[config.mk]
export PLATFORM = sky130hd
export DESIGN_NAME = tbase_bank_ctrl
export DESIGN_NICKNAME = d
export VERILOG_FILES = /design/src/rtl/tbase_pkg.sv /design/src/rtl/tbase_enc_match.sv /design/src/rtl/tbase_policy.sv /design/src/rtl/tbase_bank_store.sv /design/src/rtl/tbase_bank_ctrl.sv
export SDC_FILE = /design/constraint.sdc
export NUM_CORES = 1
export LEC_CHECK = 0
export ABC_AREA = 1
export BUFFER_PORTS_ARGS = -buffer_cell sky130_fd_sc_hd__buf_2
export CORE_MARGIN = 2
export CORE_UTILIZATION = 35
export DETAILED_ROUTE_END_ITERATION = 8
export PLACE_DENSITY_LB_ADDON = 0.12
export SYNTH_ARGS = -nofsm -noshare
export SYNTH_HDL_FRONTEND = slang
export SYNTH_SLANG_ARGS = --single-unit
export TNS_END_PERCENT = 30
[constraint.sdc]
create_clock -name clk -period 2.5 [get_ports clk]
set_input_delay 0.125 -clock clk [delete_from_list [all_inputs] [get_ports clk]]
set_output_delay 0.125 -clock clk [all_outputs]
set_load 0.01 [all_outputs]
[src/rtl/tbase_pkg.sv]
`timescale 1ns/1ps
package tbase_pkg;
  localparam int REG_W     = 64;
  localparam int HALF_W    = REG_W / 2;
  localparam int SYN_W     = 6;
  localparam int FLD_W     = 4;
  localparam int OP2_W     = 3;
  localparam int NUM_BANKS = 3;
  localparam int BANK_W    = $clog2(NUM_BANKS);

  localparam logic [SYN_W-1:0] SYN_NARROW = 6'h03;
  localparam logic [SYN_W-1:0] SYN_WIDE   = 6'h04;

  typedef enum logic [1:0] {
    LVL_USER   = 2'd0,
    LVL_KERNEL = 2'd1,
    LVL_HYP    = 2'd2,
    LVL_MON    = 2'd3
  } level_e;

  typedef enum logic [BANK_W-1:0] {
    BANK_COMMON = 2'd0,
    BANK_SEC    = 2'd1,
    BANK_NSEC   = 2'd2
  } bank_e;

  typedef enum logic [1:0] {
    VERD_NONE  = 2'd0,
    VERD_DONE  = 2'd1,
    VERD_UNDEF = 2'd2,
    VERD_TRAP  = 2'd3
  } verdict_e;

  typedef enum logic [1:0] {
    CAUSE_NONE = 2'd0,
    CAUSE_ALL  = 2'd1,
    CAUSE_RD   = 2'd2,
    CAUSE_WR   = 2'd3
  } cause_e;

  // Copy selection: monitor level follows the state bit, lower levels
  // use the non-secure copy only when banking is present.
  function automatic bank_e pick_bank(input level_e el, input logic ns,
                                      input logic banked);
    if (el == LVL_MON) return ns ? BANK_NSEC : BANK_SEC;
    return banked ? BANK_NSEC : BANK_COMMON;
  endfunction

  function automatic logic [SYN_W-1:0] syn_code(input logic wide);
    return wide ? SYN_WIDE : SYN_NARROW;
  endfunction
endpackage

[src/rtl/tbase_enc_match.sv]
`timescale 1ns/1ps
module tbase_enc_match #(
  parameter int              FLD_W  = 4,
  parameter int              OP2_W  = 3,
  parameter logic [FLD_W-1:0] CP_ID  = 4'd15,
  parameter logic [FLD_W-1:0] N_OPC1 = 4'd0,
  parameter logic [FLD_W-1:0] N_CRN  = 4'd2,
  parameter logic [FLD_W-1:0] N_CRM  = 4'd0,
  parameter logic [OP2_W-1:0] N_OPC2 = 3'd1,
  parameter logic [FLD_W-1:0] W_OPC1 = 4'd1,
  parameter logic [FLD_W-1:0] W_CRM  = 4'd2
) (
  input  logic [FLD_W-1:0] coproc,
  input  logic [FLD_W-1:0] opc1,
  input  logic [FLD_W-1:0] crn,
  input  logic [FLD_W-1:0] crm,
  input  logic [OP2_W-1:0] opc2,
  input  logic             wide,
  output logic             hit,
  output logic             hit_wide
);
  logic cp_ok;
  logic narrow_ok;
  logic wide_ok;

  assign cp_ok     = (coproc == CP_ID);
  assign narrow_ok = !wide && cp_ok && (opc1 == N_OPC1) && (crn == N_CRN)
                     && (crm == N_CRM) && (opc2 == N_OPC2);
  assign wide_ok   = wide && cp_ok && (opc1 == W_OPC1) && (crm == W_CRM);

  assign hit      = narrow_ok || wide_ok;
  assign hit_wide = wide_ok;
endmodule

[src/rtl/tbase_policy.sv]
`timescale 1ns/1ps
module tbase_policy
  import tbase_pkg::*;
#(
  parameter int SYN_W  = tbase_pkg::SYN_W,
  parameter int BANK_W = tbase_pkg::BANK_W
) (
  input  logic              valid,
  input  logic              hit,
  input  logic [1:0]        el,
  input  logic              write,
  input  logic              wide,
  input  logic              cfg_a32_el1,
  input  logic              cfg_el2_en,
  input  logic              cfg_el2_a64,
  input  logic              cfg_el3_a32,
  input  logic              ctl_trap_all,
  input  logic              ctl_trap_rd,
  input  logic              ctl_trap_wr,
  input  logic              ctl_ns,
  input  logic              ctl_sec_lock,
  output verdict_e          verdict,
  output logic              trap_a64,
  output logic [SYN_W-1:0]  syndrome,
  output logic [BANK_W-1:0] bank_sel,
  output logic              commit
);
  level_e lvl;
  cause_e cause;
  logic   ev_feat_off;
  logic   ev_user;
  logic   ev_sec_lock;
  logic   ev_undef;
  logic   ev_trap;
  logic   trap_window;

  assign lvl         = level_e'(el);
  assign ev_feat_off = !cfg_a32_el1;
  assign ev_user     = (lvl == LVL_USER);
  assign ev_sec_lock = (lvl == LVL_MON) && !ctl_ns && ctl_sec_lock && write;
  assign ev_undef    = ev_feat_off || ev_user || ev_sec_lock;
  assign trap_window = (lvl == LVL_KERNEL) && cfg_el2_en;

  // Fixed priority: all-access enable, then read enable, then write enable.
  always_comb begin
    cause = CAUSE_NONE;
    if (trap_window) begin
      if (ctl_trap_all)               cause = CAUSE_ALL;
      else if (!write && ctl_trap_rd) cause = CAUSE_RD;
      else if (write && ctl_trap_wr)  cause = CAUSE_WR;
    end
  end

  assign ev_trap = (cause != CAUSE_NONE);

  always_comb begin
    verdict = VERD_NONE;
    if (valid && hit) begin
      if (ev_undef)     verdict = VERD_UNDEF;
      else if (ev_trap) verdict = VERD_TRAP;
      else              verdict = VERD_DONE;
    end
  end

  assign trap_a64 = (verdict == VERD_TRAP) && cfg_el2_a64;
  assign syndrome = (verdict == VERD_TRAP) ? syn_code(wide) : '0;
  assign bank_sel = BANK_W'(pick_bank(lvl, ctl_ns, cfg_el3_a32));
  assign commit   = (verdict == VERD_DONE) && write;
endmodule

[src/rtl/tbase_bank_store.sv]
`timescale 1ns/1ps
module tbase_bank_store #(
  parameter int REG_W     = 64,
  parameter int NUM_BANKS = 3,
  parameter int BANK_W    = 2
) (
  input  logic                             clk,
  input  logic                             rst_n,
  input  logic                             wr_en,
  input  logic                             wide,
  input  logic [BANK_W-1:0]                sel,
  input  logic [REG_W-1:0]                 wdata,
  output logic [REG_W-1:0]                 rd_data,
  output logic [NUM_BANKS-1:0][REG_W-1:0]  banks
);
  localparam int HALF_W = REG_W / 2;

  logic [REG_W-1:0] cur;

  generate
    for (genvar b = 0; b < NUM_BANKS; b++) begin : g_bank
      logic hit_b;
      assign hit_b = wr_en && (sel == BANK_W'(b));
      always_ff @(posedge clk) begin
        if (!rst_n) begin
          banks[b] <= '0;
        end else if (hit_b) begin
          if (wide) banks[b] <= wdata;
          else      banks[b] <= {banks[b][REG_W-1:HALF_W], wdata[HALF_W-1:0]};
        end
      end
    end
  endgenerate

  always_comb begin
    cur = '0;
    for (int b = 0; b < NUM_BANKS; b++) begin
      if (sel == BANK_W'(b)) cur = banks[b];
    end
  end

  assign rd_data = wide ? cur : {{HALF_W{1'b0}}, cur[HALF_W-1:0]};
endmodule

[src/rtl/tbase_bank_ctrl.sv]
`timescale 1ns/1ps
module tbase_bank_ctrl
  import tbase_pkg::*;
#(
  parameter logic [3:0] CP_ID  = 4'd15,
  parameter logic [3:0] N_OPC1 = 4'd0,
  parameter logic [3:0] N_CRN  = 4'd2,
  parameter logic [3:0] N_CRM  = 4'd0,
  parameter logic [2:0] N_OPC2 = 3'd1,
  parameter logic [3:0] W_OPC1 = 4'd1,
  parameter logic [3:0] W_CRM  = 4'd2
) (
  input  logic        clk,
  input  logic        rst_n,
  input  logic        req_valid,
  input  logic [1:0]  req_el,
  input  logic        req_write,
  input  logic        req_wide,
  input  logic [3:0]  req_coproc,
  input  logic [3:0]  req_opc1,
  input  logic [3:0]  req_crn,
  input  logic [3:0]  req_crm,
  input  logic [2:0]  req_opc2,
  input  logic [63:0] req_wdata,
  input  logic        cfg_a32_el1,
  input  logic        cfg_el2_en,
  input  logic        cfg_el2_a64,
  input  logic        cfg_el3_a32,
  input  logic        ctl_trap_all,
  input  logic        ctl_trap_rd,
  input  logic        ctl_trap_wr,
  input  logic        ctl_ns,
  input  logic        ctl_sec_lock,
  output logic [63:0] rsp_rdata,
  output logic        rsp_done,
  output logic        rsp_undef,
  output logic        rsp_trap,
  output logic        rsp_trap_a64,
  output logic [5:0]  rsp_syndrome
);
  logic                            claim_hit;
  logic                            claim_wide;
  verdict_e                        verdict;
  logic                            commit;
  logic [BANK_W-1:0]               bank_sel;
  logic [REG_W-1:0]                rd_raw;
  logic [NUM_BANKS-1:0][REG_W-1:0] bank_q;

  tbase_enc_match #(
    .FLD_W(FLD_W), .OP2_W(OP2_W), .CP_ID(CP_ID),
    .N_OPC1(N_OPC1), .N_CRN(N_CRN), .N_CRM(N_CRM), .N_OPC2(N_OPC2),
    .W_OPC1(W_OPC1), .W_CRM(W_CRM)
  ) u_match (
    .coproc  (req_coproc),
    .opc1    (req_opc1),
    .crn     (req_crn),
    .crm     (req_crm),
    .opc2    (req_opc2),
    .wide    (req_wide),
    .hit     (claim_hit),
    .hit_wide(claim_wide)
  );

  tbase_policy #(.SYN_W(SYN_W), .BANK_W(BANK_W)) u_policy (
    .valid       (req_valid),
    .hit         (claim_hit),
    .el          (req_el),
    .write       (req_write),
    .wide        (claim_wide),
    .cfg_a32_el1 (cfg_a32_el1),
    .cfg_el2_en  (cfg_el2_en),
    .cfg_el2_a64 (cfg_el2_a64),
    .cfg_el3_a32 (cfg_el3_a32),
    .ctl_trap_all(ctl_trap_all),
    .ctl_trap_rd (ctl_trap_rd),
    .ctl_trap_wr (ctl_trap_wr),
    .ctl_ns      (ctl_ns),
    .ctl_sec_lock(ctl_sec_lock),
    .verdict     (verdict),
    .trap_a64    (rsp_trap_a64),
    .syndrome    (rsp_syndrome),
    .bank_sel    (bank_sel),
    .commit      (commit)
  );

  tbase_bank_store #(.REG_W(REG_W), .NUM_BANKS(NUM_BANKS), .BANK_W(BANK_W)) u_store (
    .clk    (clk),
    .rst_n  (rst_n),
    .wr_en  (commit),
    .wide   (req_wide),
    .sel    (bank_sel),
    .wdata  (req_wdata),
    .rd_data(rd_raw),
    .banks  (bank_q)
  );

  assign rsp_done  = (verdict == VERD_DONE);
  assign rsp_undef = (verdict == VERD_UNDEF);
  assign rsp_trap  = (verdict == VERD_TRAP);
  assign rsp_rdata = (rsp_done && !req_write) ? rd_raw : '0;
endmodule

Yosys cells after proc, flatten, opt, wreduce, memory -nomap -nowiden
Cells that the tools add are included.

Flip-flop bits (word level): 192. Latch bits: 0. Bits in writable memories: 0. Bits in read-only memories: 0. Input port bits: 99. Word-level logic and storage cells: 73. Memories kept: 0.

Add/subtract/negate cells: 0. Multipliers: 0. Div/mod/pow operators: 0. Order comparisons: 0. Equal/unequal tests: 12. Shift-type cells: 0. Multiplexer cells: 19. Bitwise gates (word level): 0. Reductions and logical operators: 36.

Operators by type and width (count): 2-to-1 mux 64 bit (5); 2-to-1 mux 2 bit (11); logical AND 1 bit (21); == test 2 bit, second input constant (4); == test 4 x 2 -> 1 bit, second input constant (2); zero test 4 bit (2); == test 2 x 1 -> 1 bit, second input constant (3); 2-to-1 mux 6 bit (1); AND reduction 2 bit (3); == test 4 x 1 -> 1 bit, second input constant (1); == test 4 bit, second input constant (1); zero test 1 bit (4); zero test 2 bit (2); == test 3 x 1 -> 1 bit, second input constant (1); logical OR 1 bit (3); 2-to-1 mux 3 bit (1); nonzero test 2 bit (1); 2-to-1 mux 1 bit (1).

Depth between registers and ports, before layout
Depth in word-level cells: 13. Depth in mapped cells: 14. Depth with buffers taken out: 12.

Hierarchy
A second synthesis with hierarchy kept.

Cells, all modules: 1667. Area, all modules: 10377.5 µm².

Modules (own cells, without submodules): tbase_bank_store (times used 1, cells each 1460, area an instance 9281.4 µm², seq. area each 3843.7 µm²); tbase_bank_ctrl (times used 1, cells each 142, area an instance 742.0 µm², seq. area each 0.0 µm²); tbase_policy (times used 1, cells each 39, area an instance 242.7 µm², seq. area each 0.0 µm²); tbase_enc_match (times used 1, cells each 26, area an instance 111.4 µm², seq. area each 0.0 µm²).

Worst setup path after synthesis
Ideal clock, no wire load.

Path kind: input-to-output. Start point: in req_opc1[3]. End point: out rsp_rdata[19]. Arrival time: 1.493 ns. Data required time: 2.375 ns. Setup slack: 0.882 ns. Cell stages on the path: 10. Path buffers: 1. Cell sequence: nor2_1 > nand2_1 > nor4_1 > nand3_1 > nand2_1 > nand3_1 > nor2_2 > nand2_1 > clkbuf_1 > a21oi_1.

Word-level cells in the longest chain between the ends: 11. Elaborated cells on any way between the ends: 14. Classes of those cells: eq/ne: 2; mux: 2; reduce/logical: 10.

RTL lines: start, declared (line tbase_bank_ctrl.sv:20) `input logic [3:0] req_opc1,`; zero test 4 bit (line tbase_enc_match.sv:27) `assign narrow_ok = !wide && cp_ok && (opc1 == N_OPC1) && (crn == N_CRN)`; logical AND 1 bit (2 in a row) (line tbase_enc_match.sv:27); logical AND 1 bit (2 in a row) (line tbase_enc_match.sv:28) `&& (crm == N_CRM) && (opc2 == N_OPC2);`; logical OR 1 bit * (line tbase_enc_match.sv:31) `assign hit = narrow_ok || wide_ok;`; logical AND 1 bit * (line tbase_policy.sv:58) `if (valid && hit) begin`; 2-to-1 mux 2 bit * (line tbase_policy.sv:58); == test 2 x 1 -> 1 bit * (line tbase_bank_ctrl.sv:97) `assign rsp_done = (verdict == VERD_DONE);`; net rsp_done (line tbase_bank_ctrl.sv:35) `output logic rsp_done,`; logical AND 1 bit * (line tbase_bank_ctrl.sv:100) `assign rsp_rdata = (rsp_done && !req_write) ? rd_raw : '0;`; 2-to-1 mux 64 bit * (line tbase_bank_ctrl.sv:100); end, declared (line tbase_bank_ctrl.sv:34) `output logic [63:0] rsp_rdata,`.

The timed path passes the listed nets; every way through them passes the cells marked *.

Worst setup path in the final report
Start point: in req_el[0]. End point: out rsp_rdata[20].

Word-level cells in the longest chain between the ends: 10. Elaborated cells on any way between the ends: 26. Classes of those cells: eq/ne: 5; mux: 11; reduce/logical: 10.

RTL lines: start, declared (line tbase_bank_ctrl.sv:16) `input logic [1:0] req_el,`; == test 2 x 1 -> 1 bit or == test 2 bit (tied branches) (line tbase_policy.sv:42, tbase_pkg.sv:45, tbase_policy.sv:40); logical AND 1 bit, on equally long branches (line tbase_policy.sv:42, tbase_policy.sv:40); 2-to-1 mux 2 bit or logical AND 1 bit (tied branches) (line tbase_policy.sv:47, tbase_policy.sv:40); nonzero test 2 bit or logical AND 1 bit (tied branches) (line tbase_policy.sv:54, tbase_policy.sv:40); 2-to-1 mux 2 bit or logical OR 1 bit (tied branches) (line tbase_policy.sv:60, tbase_policy.sv:41); 2-to-1 mux 2 bit (line tbase_policy.sv:59) `if (ev_undef) verdict = VERD_UNDEF;`; 2-to-1 mux 2 bit (line tbase_policy.sv:58); == test 2 x 1 -> 1 bit (line tbase_bank_ctrl.sv:97); logical AND 1 bit (line tbase_bank_ctrl.sv:100); 2-to-1 mux 64 bit * (line tbase_bank_ctrl.sv:100).

Every way passes the cells marked *; elsewhere a longest branch is shown, timed or not.

==> summary.txt <==
drt drc = 0
Avg Synthesized Cell Area = 6.41 um2
Final Core Density = 43.1%
Worst setup SP type = input port
vias per inst = 4.72
setup violators final = 0
most common cell after layout, fill and taps aside = nor2_1
first-pass GRT wire length = 46500 um
CP endpoint kind = output pin
total track usage = 20.2%
Lkg Pwr = 5.17 nW
sequential power share = 48.6%
I/O Buffers = 169
Die Area = 28500 um2
design area = 11600 um2
CTS buffer count = 17
global placer's final weighted congestion = 0.825
outcome = finished, final reports clean
DIE WIDTH = 169 um
Area growth syn-to-layout = 21.6%
site row count = 60
Routed Antenna Nets = 0
Initial Utilization = 35.4%
Final Cycle Share = 81.1%
most frequent cells in the layout = nor2_1 (359), inv_1 (239), nand2_1 (228)
Max Cap Viol = 0
Max VDD drop = 0.000347 V
CP Class = in -> out
worst-case reg-to-reg path depth = 4
max_slew headroom = 44.1%
# Post-CTS Setup Buffers = 0
post-synth top area share = 40.5%
hpwl dp = 17400 um
area of the mapped netlist = 9500 um2
sequential-to-total area share from yosys stat = 40.5%
1st-iter DRT viols = 694
crit path DAT = 1.90 ns
DRT Wirelength = 28300 um
WP data required = 2.38 ns
Final TNS setup = 0 ns
maximum clock path buffer count = 2
initial antenna violation count = 4
Max Fclk = 0.493 GHz
DP Worst Slack = 0.394 ns
total grt overflow = 0
Yosys top cell by area = dfxtp_1
Worst-Margin Slew = 0.838 ns
P per Cell Area = 544 nW/um2
iteration count of the initial detailed-routing pass = 5
min cycle time layout = 2.03 ns
Placed Cells = 1916
largest net degree at the start of global routing = 86
worst setup margin = 0.472 ns
die span in y = 169 um
CTS Sinks = 192
NetSw = 0.00171 W
clock share of power = 43.7%
number of global-route vias before repair = 8780
# IOs = 173
CTS tree = done
synth top area cells = dfxtp_1 (40%), nor2_1 (14%), inv_1 (9.4%)
Nets = 1724
biggest registers after layout = u_store.banks x192
Yosys reg bits = 192
Fin. Hold Viols = 0
share of layout cells above drive strength 1 = 15.2%
critical path peak fanout = 40
EDFF count, synth = 0
Mapped Cells = 1481
Ys Warns = 0
dominant synthesized flop cell = dfxtp_1
Top reg by flops = u_store.banks
Avg WL per Cell = 14.3 um
Comb power frac = 7.6%
Clock Tree Root = clkbuf_16
Final Skew = 0 ns
internal power = 0.00457 W
RSZ-0062 raised after global routing = false
Finished Layout Cells = 1983
switching fraction of total power = 27.3%
ys async rst share = 0%
unique cell type count in the Yosys netlist = 25
Hold Crit Class = in -> reg
WHS Path Cells = 3
Core Box Area = 26800 um2
clk_lat worst skew = 0.42 ns
Vias = 9365
CTS H-tree lvls = 4
Slew Viols, Final = 0
number of flip-flops in the largest register = 192
DP Area = 10600 um2
Clock transition at path regs = 0.08 ns
[worst max-delay path, cell delays in order]
cell      delay [ns]
buf_2           0.11
nand2_1         0.12
inv_1           0.09
nor2_4          0.11
inv_1           0.06
nand2_1         0.07
clkinv_2        0.31
buf_12          0.32
a21oi_1         0.33
nor2_1          0.09
buf_2           0.15
[cells in the mapped netlist (9+ instances only)]
| master | instances |
|---|---|
| nor2_1 | 359 |
| inv_1 | 239 |
| nand2_1 | 228 |
| dfxtp_1 | 192 |
| nand4_1 | 98 |
| o21ai_0 | 97 |
| a21oi_1 | 65 |
| clkbuf_1 | 49 |
| o22ai_1 | 32 |
| buf_2 | 25 |
| a22o_1 | 23 |
| buf_1 | 23 |
| buf_4 | 13 |
| a22oi_1 | 9 |
[power groups by stage]
stage,logic (W),clock network (W),registers (W)
6_report,0.000480,0.00275,0.00305
5_1_grt,0.000536,0.00294,0.00305
4_1_cts,0.000482,0.00282,0.00305
3_5_place_dp,0.000443,0,0.00313
3_3_place_gp,0.000444,0,0.00313
2_1_floorplan,0.000245,0,0.00313
[layout make-up]
cell class	count	area, um2
Tap cell	341	427
Sequential cell	192	3840
Clock inverter	15	164
Timing Repair Buffer	233	1500
Multi-Input combinational cell	936	4270
Antenna cell	4	10.0
Fill cell	2911	15200
Clock buffer	17	425
Inverter	245	921
[cell families after synthesis]
| family | count (synthesis) | share of synthesized area, % |
|---|---|---|
| AOI/OAI and AO/OA | 227 | 13.5 |
| buffers and inverters | 355 | 14.9 |
| DFF | 192 | 40.5 |
| other | 1 | 0.0395 |
| and+or+nand+nor | 706 | 31.1 |
[routing by layer]
| metal | wire length [um] | vias up | part of all wire, % | GRT usage, % |
|---|---|---|---|---|
| met3 | 1350 | 11 | 4.8 | 3.79 |
| met2 | 13200 | 201 | 47 | 34.3 |
| met4 | 261 | 0 | 0.92 | 4.01 |
| li1 | - | 4915 | - | - |
| met1 | 13500 | 4238 | 48 | 27.0 |
| met5 | 0 | - | 0 | 0 |
[through the flow]
step                      total power (W)  hold slack (ns)
after floorplan                   0.00337            0.289
after global placement            0.00357            0.402
after detailed placement          0.00357            0.407
after CTS                         0.00636        0.0000458
after global routing              0.00653           0.0294
final                             0.00628          0.00862
[timing repair]
| action | CTS | global route |
|---|---|---|
| gates resized for setup | 0 | 0 |
| hold endpoints to repair | 89 | 0 |
| hold buffers | 31 | 0 |
| setup endpoints to repair | 0 | 0 |
[worst paths after layout]
| kind | from | end | slack [ns] |
|---|---|---|---|
| worst max-delay path | req_el[0] | rsp_rdata[20] | 0.47 |
| worst min-delay path | req_wdata[10] | u_store.banks[138]$_SDFFE_PN0P_ | 0.009 |
| worst max register to register | u_store.banks[50]$_SDFFE_PN0P_ | u_store.banks[50]$_SDFFE_PN0P_ | 1.86 |
| worst min register to register | u_store.banks[93]$_SDFFE_PN0P_ | u_store.banks[93]$_SDFFE_PN0P_ | 0.49 |
(Power assumes the default switching activity.)
